--- config.mk ---
export PLATFORM = sky130hd
export DESIGN_NAME = uart_frame_engine
export DESIGN_NICKNAME = d
export VERILOG_FILES = /design/src/rtl/uart_fe_pkg.sv /design/src/rtl/uart_os_tick.sv /design/src/rtl/uart_tx.sv /design/src/rtl/uart_rx.sv /design/src/rtl/uart_frame_engine.sv
export SDC_FILE = /design/constraint.sdc
export NUM_CORES = 1
export LEC_CHECK = 0
export ABC_AREA = 1
export CAP_MARGIN = 20
export CORE_UTILIZATION = 62
export CTS_BUF_LIST = sky130_fd_sc_hd__clkbuf_2 sky130_fd_sc_hd__clkbuf_4 sky130_fd_sc_hd__clkbuf_8
export DETAILED_ROUTE_END_ITERATION = 10
export HOLD_SLACK_MARGIN = 0.02
export PLACE_DENSITY = 0.94
export SLEW_MARGIN = 10
export SYNTH_ARGS = -nofsm -noshare
export SYNTH_HDL_FRONTEND = slang
export SYNTH_SLANG_ARGS = --single-unit
export TNS_END_PERCENT = 5
--- constraint.sdc ---
create_clock -name clk -period 3.8 [get_ports clk]
set_input_delay 0.57 -clock clk [delete_from_list [all_inputs] [get_ports clk]]
set_output_delay 0.57 -clock clk [all_outputs]
set_load 0.01 [all_outputs]
--- src/rtl/uart_fe_pkg.sv ---
package uart_fe_pkg;
    localparam int MAXW = 9;

    typedef enum logic [1:0] {TX_IDLE, TX_START, TX_BITS, TX_STOP} tx_state_t;
    typedef enum logic [1:0] {RX_IDLE, RX_HUNT, RX_BITS, RX_STOP} rx_state_t;

    typedef struct packed {
        logic word9;
        logic par_en;
        logic par_odd;
    } frame_cfg_t;

    function automatic int word_len(frame_cfg_t c);
        return c.word9 ? MAXW : MAXW - 1;
    endfunction

    // Word as it goes on the line: upper bits beyond the length zeroed,
    // parity written over the top position when enabled.
    function automatic logic [MAXW-1:0] insert_parity(logic [MAXW-1:0] d, frame_cfg_t c);
        logic [MAXW-1:0] w;
        logic p;
        int n;
        n = word_len(c);
        w = '0;
        p = c.par_odd;
        for (int i = 0; i < MAXW; i++) begin
            if (i < n)     w[i] = d[i];
            if (i < n - 1) p    = p ^ d[i];
        end
        if (c.par_en) w[n-1] = p;
        return w;
    endfunction

    function automatic logic [MAXW-1:0] strip_parity(logic [MAXW-1:0] w, frame_cfg_t c);
        logic [MAXW-1:0] r;
        r = w;
        if (c.par_en) r[word_len(c)-1] = 1'b0;
        return r;
    endfunction
endpackage

--- src/rtl/uart_os_tick.sv ---
module uart_os_tick #(
    parameter int OS_DIV = 2
) (
    input  logic clk,
    input  logic rst_n,
    input  logic restart,
    output logic tick
);
    generate
        if (OS_DIV <= 1) begin : g_direct
            assign tick = !restart;
        end else begin : g_count
            localparam int CW = $clog2(OS_DIV);
            localparam logic [CW-1:0] LAST = CW'(OS_DIV - 1);
            logic [CW-1:0] cnt;
            always_ff @(posedge clk) begin
                if (!rst_n || restart) cnt <= '0;
                else if (cnt == LAST)  cnt <= '0;
                else                   cnt <= cnt + 1'b1;
            end
            assign tick = !restart && (cnt == LAST);
        end
    endgenerate
endmodule

--- src/rtl/uart_tx.sv ---
module uart_tx
    import uart_fe_pkg::*;
#(
    parameter int OS_DIV = 2,
    parameter int OSR    = 16
) (
    input  logic            clk,
    input  logic            rst_n,
    input  logic            en,
    input  frame_cfg_t      cfg,
    input  logic [MAXW-1:0] data,
    input  logic            valid,
    output logic            ready,
    output logic            txd
);
    localparam int OCW = $clog2(OSR);
    localparam int BCW = $clog2(MAXW + 1);
    localparam logic [OCW-1:0] OS_LAST = OCW'(OSR - 1);

    tx_state_t       state, nxt;
    logic [MAXW-1:0] shreg;
    logic [OCW-1:0]  os_cnt;
    logic [BCW-1:0]  bit_cnt, nbits;
    logic            w9, tick, bit_end, idle;

    assign idle    = (state == TX_IDLE);
    assign bit_end = tick && (os_cnt == OS_LAST);
    assign nbits   = w9 ? BCW'(MAXW) : BCW'(MAXW - 1);

    uart_os_tick #(.OS_DIV(OS_DIV)) u_tick (
        .clk(clk), .rst_n(rst_n), .restart(idle), .tick(tick)
    );

    always_ff @(posedge clk) begin
        if (!rst_n) state <= TX_IDLE;
        else        state <= nxt;
    end

    always_comb begin
        nxt = state;
        unique case (state)
            TX_IDLE:  if (valid && en) nxt = TX_START;
            TX_START: if (bit_end) nxt = TX_BITS;
            TX_BITS:  if (bit_end && bit_cnt == nbits - 1'b1) nxt = TX_STOP;
            TX_STOP:  if (bit_end) nxt = TX_IDLE;
        endcase
        if (!en) nxt = TX_IDLE;
    end

    always_ff @(posedge clk) begin
        if (!rst_n) begin
            shreg   <= '0;
            os_cnt  <= '0;
            bit_cnt <= '0;
            w9      <= 1'b0;
        end else if (idle) begin
            os_cnt  <= '0;
            bit_cnt <= '0;
            if (valid && en) begin
                shreg <= insert_parity(data, cfg);
                w9    <= cfg.word9;
            end
        end else if (tick) begin
            os_cnt <= (os_cnt == OS_LAST) ? '0 : os_cnt + 1'b1;
            if (bit_end && state == TX_BITS) begin
                shreg   <= shreg >> 1;
                bit_cnt <= bit_cnt + 1'b1;
            end
        end
    end

    always_comb begin
        ready = idle && en;
        unique case (state)
            TX_START: txd = 1'b0;
            TX_BITS:  txd = shreg[0];
            default:  txd = 1'b1;
        endcase
    end

    AST_TX_START_LOW: assert property (@(posedge clk) disable iff (!rst_n)
        (ready && valid) |=> !txd);
endmodule

--- src/rtl/uart_rx.sv ---
module uart_rx
    import uart_fe_pkg::*;
#(
    parameter int OS_DIV = 2,
    parameter int OSR    = 16
) (
    input  logic            clk,
    input  logic            rst_n,
    input  logic            en,
    input  frame_cfg_t      cfg,
    input  logic            rxd,
    output logic [MAXW-1:0] data,
    output logic            valid,
    output logic            pe_set,
    output logic            fe_set
);
    localparam int OCW = $clog2(OSR);
    localparam int BCW = $clog2(MAXW + 1);
    localparam logic [OCW-1:0] OS_LAST = OCW'(OSR - 1);
    localparam logic [OCW-1:0] OS_MID  = OCW'(OSR / 2 - 1);

    rx_state_t       state, nxt;
    frame_cfg_t      cfg_l;
    logic [MAXW-1:0] shreg;
    logic [OCW-1:0]  os_cnt;
    logic [BCW-1:0]  bit_cnt, nbits;
    logic            s1, s2, s3, fall, tick, bit_end, mid_end, idle;

    assign idle    = (state == RX_IDLE);
    assign fall    = s3 && !s2;
    assign bit_end = tick && (os_cnt == OS_LAST);
    assign mid_end = tick && (os_cnt == OS_MID);
    assign nbits   = cfg_l.word9 ? BCW'(MAXW) : BCW'(MAXW - 1);

    uart_os_tick #(.OS_DIV(OS_DIV)) u_tick (
        .clk(clk), .rst_n(rst_n), .restart(idle), .tick(tick)
    );

    always_ff @(posedge clk) begin
        if (!rst_n) {s1, s2, s3} <= 3'b111;
        else        {s1, s2, s3} <= {rxd, s1, s2};
    end

    always_ff @(posedge clk) begin
        if (!rst_n) state <= RX_IDLE;
        else        state <= nxt;
    end

    always_comb begin
        nxt = state;
        unique case (state)
            RX_IDLE:  if (en && fall) nxt = RX_HUNT;
            RX_HUNT:  if (mid_end) nxt = s2 ? RX_IDLE : RX_BITS;
            RX_BITS:  if (bit_end && bit_cnt == nbits - 1'b1) nxt = RX_STOP;
            RX_STOP:  if (bit_end) nxt = RX_IDLE;
        endcase
        if (!en) nxt = RX_IDLE;
    end

    always_ff @(posedge clk) begin
        if (!rst_n) begin
            cfg_l   <= '0;
            shreg   <= '0;
            os_cnt  <= '0;
            bit_cnt <= '0;
            data    <= '0;
            valid   <= 1'b0;
            pe_set  <= 1'b0;
            fe_set  <= 1'b0;
        end else begin
            valid  <= 1'b0;
            pe_set <= 1'b0;
            fe_set <= 1'b0;
            unique case (state)
                RX_IDLE: begin
                    os_cnt  <= '0;
                    bit_cnt <= '0;
                    shreg   <= '0;
                    if (en && fall) cfg_l <= cfg;
                end
                RX_HUNT: if (tick) os_cnt <= (os_cnt == OS_MID) ? '0 : os_cnt + 1'b1;
                RX_BITS: if (tick) begin
                    os_cnt <= (os_cnt == OS_LAST) ? '0 : os_cnt + 1'b1;
                    if (bit_end) begin
                        shreg[bit_cnt] <= s2;
                        bit_cnt        <= bit_cnt + 1'b1;
                    end
                end
                RX_STOP: if (tick) begin
                    os_cnt <= (os_cnt == OS_LAST) ? '0 : os_cnt + 1'b1;
                    if (bit_end && en) begin
                        if (s2) begin
                            valid  <= 1'b1;
                            data   <= strip_parity(shreg, cfg_l);
                            pe_set <= cfg_l.par_en && ((^shreg) != cfg_l.par_odd);
                        end else begin
                            fe_set <= 1'b1;
                        end
                    end
                end
            endcase
        end
    end

    AST_RX_PAR_CLEARED: assert property (@(posedge clk) disable iff (!rst_n)
        (valid && cfg_l.par_en) |-> !(cfg_l.word9 ? data[8] : data[7]));
    AST_RX_UPPER_ZERO: assert property (@(posedge clk) disable iff (!rst_n)
        (valid && !cfg_l.word9) |-> !data[8]);
endmodule

--- src/rtl/uart_frame_engine.sv ---
module uart_frame_engine
    import uart_fe_pkg::*;
#(
    parameter int OS_DIV = 2,
    parameter int OSR    = 16
) (
    input  logic       clk,
    input  logic       rst_n,
    input  logic       en,
    input  logic       cfg_word9,
    input  logic       cfg_par_en,
    input  logic       cfg_par_odd,
    input  logic       pe_irq_en,
    input  logic       err_clr,
    input  logic [8:0] tx_data,
    input  logic       tx_valid,
    output logic       tx_ready,
    output logic       txd,
    input  logic       rxd,
    output logic [8:0] rx_data,
    output logic       rx_valid,
    output logic       pe_flag,
    output logic       fe_flag,
    output logic       irq
);
    frame_cfg_t cfg_q;
    logic       pe_set, fe_set;

    always_ff @(posedge clk) begin
        if (!rst_n)   cfg_q <= '0;
        else if (!en) cfg_q <= {cfg_word9, cfg_par_en, cfg_par_odd};
    end

    uart_tx #(.OS_DIV(OS_DIV), .OSR(OSR)) u_tx (
        .clk(clk), .rst_n(rst_n), .en(en), .cfg(cfg_q),
        .data(tx_data), .valid(tx_valid), .ready(tx_ready), .txd(txd)
    );

    uart_rx #(.OS_DIV(OS_DIV), .OSR(OSR)) u_rx (
        .clk(clk), .rst_n(rst_n), .en(en), .cfg(cfg_q), .rxd(rxd),
        .data(rx_data), .valid(rx_valid), .pe_set(pe_set), .fe_set(fe_set)
    );

    always_ff @(posedge clk) begin
        if (!rst_n) begin
            pe_flag <= 1'b0;
            fe_flag <= 1'b0;
        end else begin
            pe_flag <= pe_set || (pe_flag && !err_clr);
            fe_flag <= fe_set || (fe_flag && !err_clr);
        end
    end

    assign irq = pe_flag && pe_irq_en;

    AST_CFG_LOCKED: assert property (@(posedge clk) disable iff (!rst_n)
        (en && $past(en)) |-> $stable(cfg_q));
    AST_PE_HOLD: assert property (@(posedge clk) disable iff (!rst_n)
        (pe_flag && !err_clr) |=> pe_flag);
    AST_TX_IDLE_LINE: assert property (@(posedge clk) disable iff (!rst_n)
        !en |-> (txd && !tx_ready));
    AST_FE_NO_WORD: assert property (@(posedge clk) disable iff (!rst_n)
        $rose(fe_flag) |-> !rx_valid);
endmodule

* Word-level counts from Yosys, hierarchy flattened *
Cells that the tools add are included.

operators by class
  $add $sub $neg = 10
  order comparisons = 24
  equality and inequality tests = 24
  muxes and demuxes = 116
  bitwise operators = 12
  reductions and logical operators = 51

operators with widths
  operator                                                                              count
  4-bit by 32-bit < comparator with 1-bit output, first input constant                  8
  3-bit by 32-bit < comparator with 1-bit output, first input constant                  4
  1-bit 2-to-1 mux                                                                      81
  9-bit 2-to-1 mux                                                                      8
  32-bit by 1-bit greater-or-equal comparator with 1-bit output, second input constant  2
  1-bit by 32-bit < comparator with 1-bit output, first input constant                  2
  2-bit by 32-bit < comparator with 1-bit output, first input constant                  2
  32-bit by 6-bit < comparator with 1-bit output, second input constant                 2
  5-bit by 32-bit < comparator with 1-bit output, first input constant                  2
  32-bit by 2-bit subtractor with 32-bit output, second input constant                  2
  4-bit 2-to-1 mux                                                                      7
  2-bit by 1-bit inequality test with 1-bit output, second input constant               11
  1-bit logical AND                                                                     20
  9-bit bitwise mux                                                                     2
  2-bit 2-to-1 mux                                                                      9
  9-bit case mux with 2 select lines                                                    1
  4-bit by 1-bit adder with 4-bit output, second input constant                         4
  2-bit case mux with 4 select lines                                                    2
  4-bit AND reduction                                                                   4
  1-bit demux with 4-bit select                                                         3
  4-bit case mux with 3 select lines                                                    1
  2-bit AND reduction                                                                   5
  9-bit AND                                                                             1
  9-bit inverter                                                                        1
  other kinds (23)                                                                      53

storage, ports and cells
  register bits after elaboration = 64
  input bits = 19
  output and inout port bits = 15
  word-level logic and storage cells = 263

* Depth between registers and ports, before layout *
  word-level depth = 51
  depth in mapped cells = 13
  depth with buffers taken out = 13

* Hierarchy *
Synthesis repeated with hierarchy kept, for this count alone.

unflattened totals
  cells, all modules = 450
  area total of the unflattened synthesis = 3226.8 µm²

modules (own cells, without submodules)
  module             instances  cells each  area an instance (µm²)  sequential area each (µm²)
  uart_rx            1          248         1808.0                  740.7
  uart_tx            1          165         1154.9                  400.4
  uart_frame_engine  1          25          181.4                   100.1
  uart_os_tick       2          6           41.3                    20.0

* Worst setup path before layout *
Ideal clock, no wire load.

  path kind = reg2reg
  start point = register u_tx.state[0]
  end point = register u_tx.shreg[8]
  arrival = 1.645 ns
  path slack = 2.085 ns
  stages on the path, launching flop included = 12
  path buffers = 2
  path through = dfxtp_1 inv_1 ha_1 buf_2 inv_1 nand2_2 nor2_4 nand2_2 nand2_2 buf_6 o21ai_0 a21oi_1

on the way
  cells in the longest elaborated chain, start to end = 7
  elaborated cells between the ends (all ways) = 11
  classes of those cells = eq/ne: 2; mux: 1; reduce/logical: 8

ends and longest elaborated chain
  element                               RTL line            RTL
  from (decl)                           uart_tx.sv:20       tx_state_t state, nxt;
  from (signal assigned)                uart_tx.sv:36       else state <= nxt;
  2-bit zero test                       uart_tx.sv:26       assign idle = (state == TX_IDLE);
  1-bit zero test                       uart_os_tick.sv:21  assign tick = !restart && (cnt == LAST);
  1-bit logical AND                     uart_os_tick.sv:21
  1-bit logical AND                     uart_tx.sv:27       assign bit_end = tick && (os_cnt == OS_LAST);
  1-bit logical AND                     uart_tx.sv:65       if (bit_end && state == TX_BITS) begin
  2-bit nonzero test (no source line)   --
  3-bit AND reduction (no source line)  --
  to (signal assigned)                  uart_tx.sv:60       shreg <= insert_parity(data, cfg);
  to (signal assigned)                  uart_tx.sv:66       shreg <= shreg >> 1;
  to (decl)                             uart_tx.sv:21       logic [MAXW-1:0] shreg;

Parallel ways exist; a longest one is shown, timed or not.
A chain may end at the register's enable or synchronous reset.

* Worst setup path after layout *
  start point = register u_tx.state[0]
  end point = output port txd

on the way
  cells in the longest elaborated chain, start to end = 2
  elaborated cells between the ends (all ways) = 3
  classes of those cells = eq/ne: 2; mux: 1

ends and longest elaborated chain
  element                                                                           RTL line                 RTL
  2-bit == test / 2-bit by 1-bit == test with 1-bit output (equally long branches)  uart_tx.sv:74            unique case (state)
  1-bit case mux with 2 select lines (*)                                            uart_tx.sv:74
  to (decl)                                                                         uart_frame_engine.sv:18  output logic txd,

Mark *: on every way between the ends. The rest lies on a longest branch, timed or not.

==> impl_metrics.json <==
{
  "result_of_the_run": "finished clean",
  "detail_route.iter0.violations": 148,
  "hpwl_mm": 4.45,
  "min_delay_path_depth": 1,
  "finish.utilization_pct": 76.8,
  "design.core.area_um2": 4720,
  "final_layout_size_suffix_gt1_share_pct": 8.56,
  "route.vias.total": 2720,
  "finalWeightedCongestion": 0.862,
  "buffers_plus_inverters_on_the_worst_setup_path": 2,
  "crit_slowest_cell": "clkdlybuf4s50_1",
  "synth-xor-area-share_pct": 4.05,
  "required_ns": 3.23,
  "synth_fa_ha_area_share_pct": 4.55,
  "synth_compound_area_share_pct": 16.7,
  "synthSimpleGateAreaFrac_pct": 24.2,
  "tritoncts": "yes",
  "global_route_wire_length_before_repair_mm": 10.3,
  "synthesis.nets": 433,
  "synth_area_per_cell_um2": 7.51,
  "worst_setup_path_end_kind": "output port",
  "first_global_vias": 2493,
  "initial_core_utilization_pct": 64.1,
  "report.power.total_mw": 1.48,
  "post_cts_resize_count": 0,
  "die_height_um": 71.9,
  "min_period_over_period_pct": 68.1,
  "crit_path_max_incr_delay_ns": 0.53,
  "row_count": 25,
  "grt_setup_unrepaired": "false",
  "finalClockSkew_ns": 0.00573,
  "setup_tns_ns": 0,
  "floorplan.die_area_um2": 5170,
  "maximum_number_of_pins_on_one_net_before_global_route_repair": 25,
  "worst_hold_path_type": "reg -> reg",
  "num_antenna_cells": 0,
  "cts.sink_count": 64,
  "cp_max_fo": 7,
  "worst_path_dominant_cell_family": "buffers and inverters",
  "cts.repair_timing.setup_buffer_count": 0,
  "leakagePower_nw": 1.49,
  "netlist_area_um2": 3030,
  "worst_r2r_path_depth": 9,
  "cts_hold_buf": 0,
  "fp.dieW_um": 71.9,
  "post_synth_mux_area_share_pct": 0,
  "arrival_ns": 2.02,
  "numCtsBuffers": 9,
  "yosysUniqueCellTypes": 32,
  "max_slew_margin_pct": 62.0,
  "detail_route.drc_violations": 0,
  "combinational_family_with_the_most_area_after_synthesis": "simple AND/OR/NAND/NOR gates",
  "grt_overflow_total": 0,
  "insertion_delay_ns": 0.33,
  "clock_tree.htree_level_count": 3,
  "tightestPinTransition_ns": 0.568,
  "drt-pass1-iter-count": 4,
  "drt-total-wl_mm": 6.14,
  "syn_to_final_growth_pct": 19.8,
  "clk_root_buffer_cell": "clkbuf_8",
  "crit_cells": 5,
  "drv_cap": 0,
  "synth-main-ff-cell": "dfxtp_1",
  "worstPathCellList": "inv_1 -> ha_1 -> or2_2 -> nand2_1 -> clkdlybuf4s50_1",
  "gr-usage-all-layers_pct": 25.7,
  "synthesis.instances": 403,
  "synth_sequential_area_ratio_pct": 42.3,
  "maxSlewViolCount": 0,
  "vias_per_cell": 5.32,
  "clk_pin_slew_ns": 0.07,
  "setup.worst_path.start_class": "register",
  "setup.worst_path.class": "reg -> out",
  "clock_path_buffers": 2,
  "timing.final.crit_period_ns": 2.59,
  "async_flop_share_pct": 0,
  "fmaxAchievable_mhz": 386,
  "number_of_nets_in_the_finished_design": 469,
  "synth.yosys.warnings": 0,
  "power.ir.vdd_worst_uv": 243,
  "flip_flop_and_latch_count_after_synthesis": 64,
  "floorplan.io_pins": 34,
  "drt.antenna.violating_nets": 0,
  "finalSetupViolations": 0,
  "edff_count_synth": 0,
  "power.density_nw_per_um2": 408,
  "wire_per_inst_um": 12.0,
  "final-hold-violation-count": 0,
  "antenna_found_initial": 0,
  "numPortBuffers": 33
}
logic make-up (layout without fill, tap and decap cells):
logic type / Yosys count / count (layout)
adders and majority gates: 11 / 11
xor gates and xnor gates: 14 / 14
AOI/OAI and AO/OA: 86 / 86
DFF: 64 / 64
and+or+nand+nor: 166 / 166
buffers and inverters: 62 / 103
through the flow:
| step | cells | area (um2) | hold slack [ns] | worst slack, ns |
|---|---|---|---|---|
| after floorplan | 403 | 3030 | 0.393 | 2.08 |
| after global placement | 495 | 3400 | 0.402 | 1.32 |
| after detailed placement | 495 | 3400 | 0.401 | 1.32 |
| after CTS | 511 | 3630 | 0.419 | 1.20 |
| after global routing | 511 | 3630 | 0.439 | 1.11 |
| final | 511 | 3630 | 0.414 | 1.21 |
cell usage in the layout (no fill, tap or decap), drive strengths merged, types with 7 or more instances in the layout:
cell / synthesis / layout
inv: 50 / 50
ha: 11 / 11
a21oi: 37 / 37
xor2: 8 / 8
a31oi: 9 / 9
o21ai: 30 / 30
nand2: 91 / 91
nand3: 19 / 19
dfxtp: 64 / 64
nor2: 35 / 35
clkbuf: 4 / 11
clkdlybuf4s50: 0 / 33
nor3: 7 / 7
report_power, final:
| group | switching, mW | internal, mW |
|---|---|---|
| Sequential | 0.0117 | 0.688 |
| Combinational | 0.0800 | 0.0550 |
| Clock | 0.252 | 0.393 |
cell type report:
cell class,instances,area [um2]
flip-flops and latches,64,1280
multi-input cells,277,1500
inverters,52,195
repair buffers,35,345
clock buffers,11,145
fillers,333,1100
well taps,67,83.8
clock inverters,5,80.1
final timing paths:
check | endpoint | from | slack [ns]
worst min register to register | u_rx.s2$_SDFF_PN1_ | u_rx.s1$_SDFF_PN1_ | 0.41
worst max-delay path | txd | u_tx.state[0]$_SDFFE_PN0P_ | 1.21
worst min-delay path | u_rx.s2$_SDFF_PN1_ | u_rx.s1$_SDFF_PN1_ | 0.41
worst max register to register | u_tx.shreg[1]$_SDFFE_PN0P_ | u_tx.state[0]$_SDFFE_PN0P_ | 1.46
synth_stat cells (2+ instances only):
master    instances  area [um2]
nand3_1          19        95.1
a31oi_1           9        56.3
nand2_2           3        18.8
or2_2             5        31.3
dfxtp_1          64        1280
nor4_1            2        12.5
nand2_1          87         327
o21ai_0          30         150
inv_1            50         188
nor3_1            7        35.0
a21oi_1          36         180
buf_2             4        20.0
o221a_2           5        56.3
xnor2_1           6        52.6
nand4_1           6        37.5
xor2_1            8        70.1
ha_1             11         138
clkinv_1          2        7.51
nor2_4            3        33.8
nor2_1           31         116
clkbuf_1          4        15.0
registers in the layout (all words and copies together) (netlist names), 2 cells and up, named ones only:
name          cells
u_rx.data         9
u_rx.shreg        9
u_tx.shreg        9
u_rx.bit_cnt      4
u_rx.os_cnt       4
u_tx.bit_cnt      4
u_tx.os_cnt       4
cfg_q             3
u_rx.cfg_l        3
u_tx.state        2
routing by layer:
layer	track usage (%)	share of wire (%)	vias up
li1	-	-	1399
met1	29.3	43	1226
met2	45.6	51	80
met3	3.94	3.7	15
met4	15.0	2.3	0
met5	0	0	-
(Power assumes the default switching activity.)
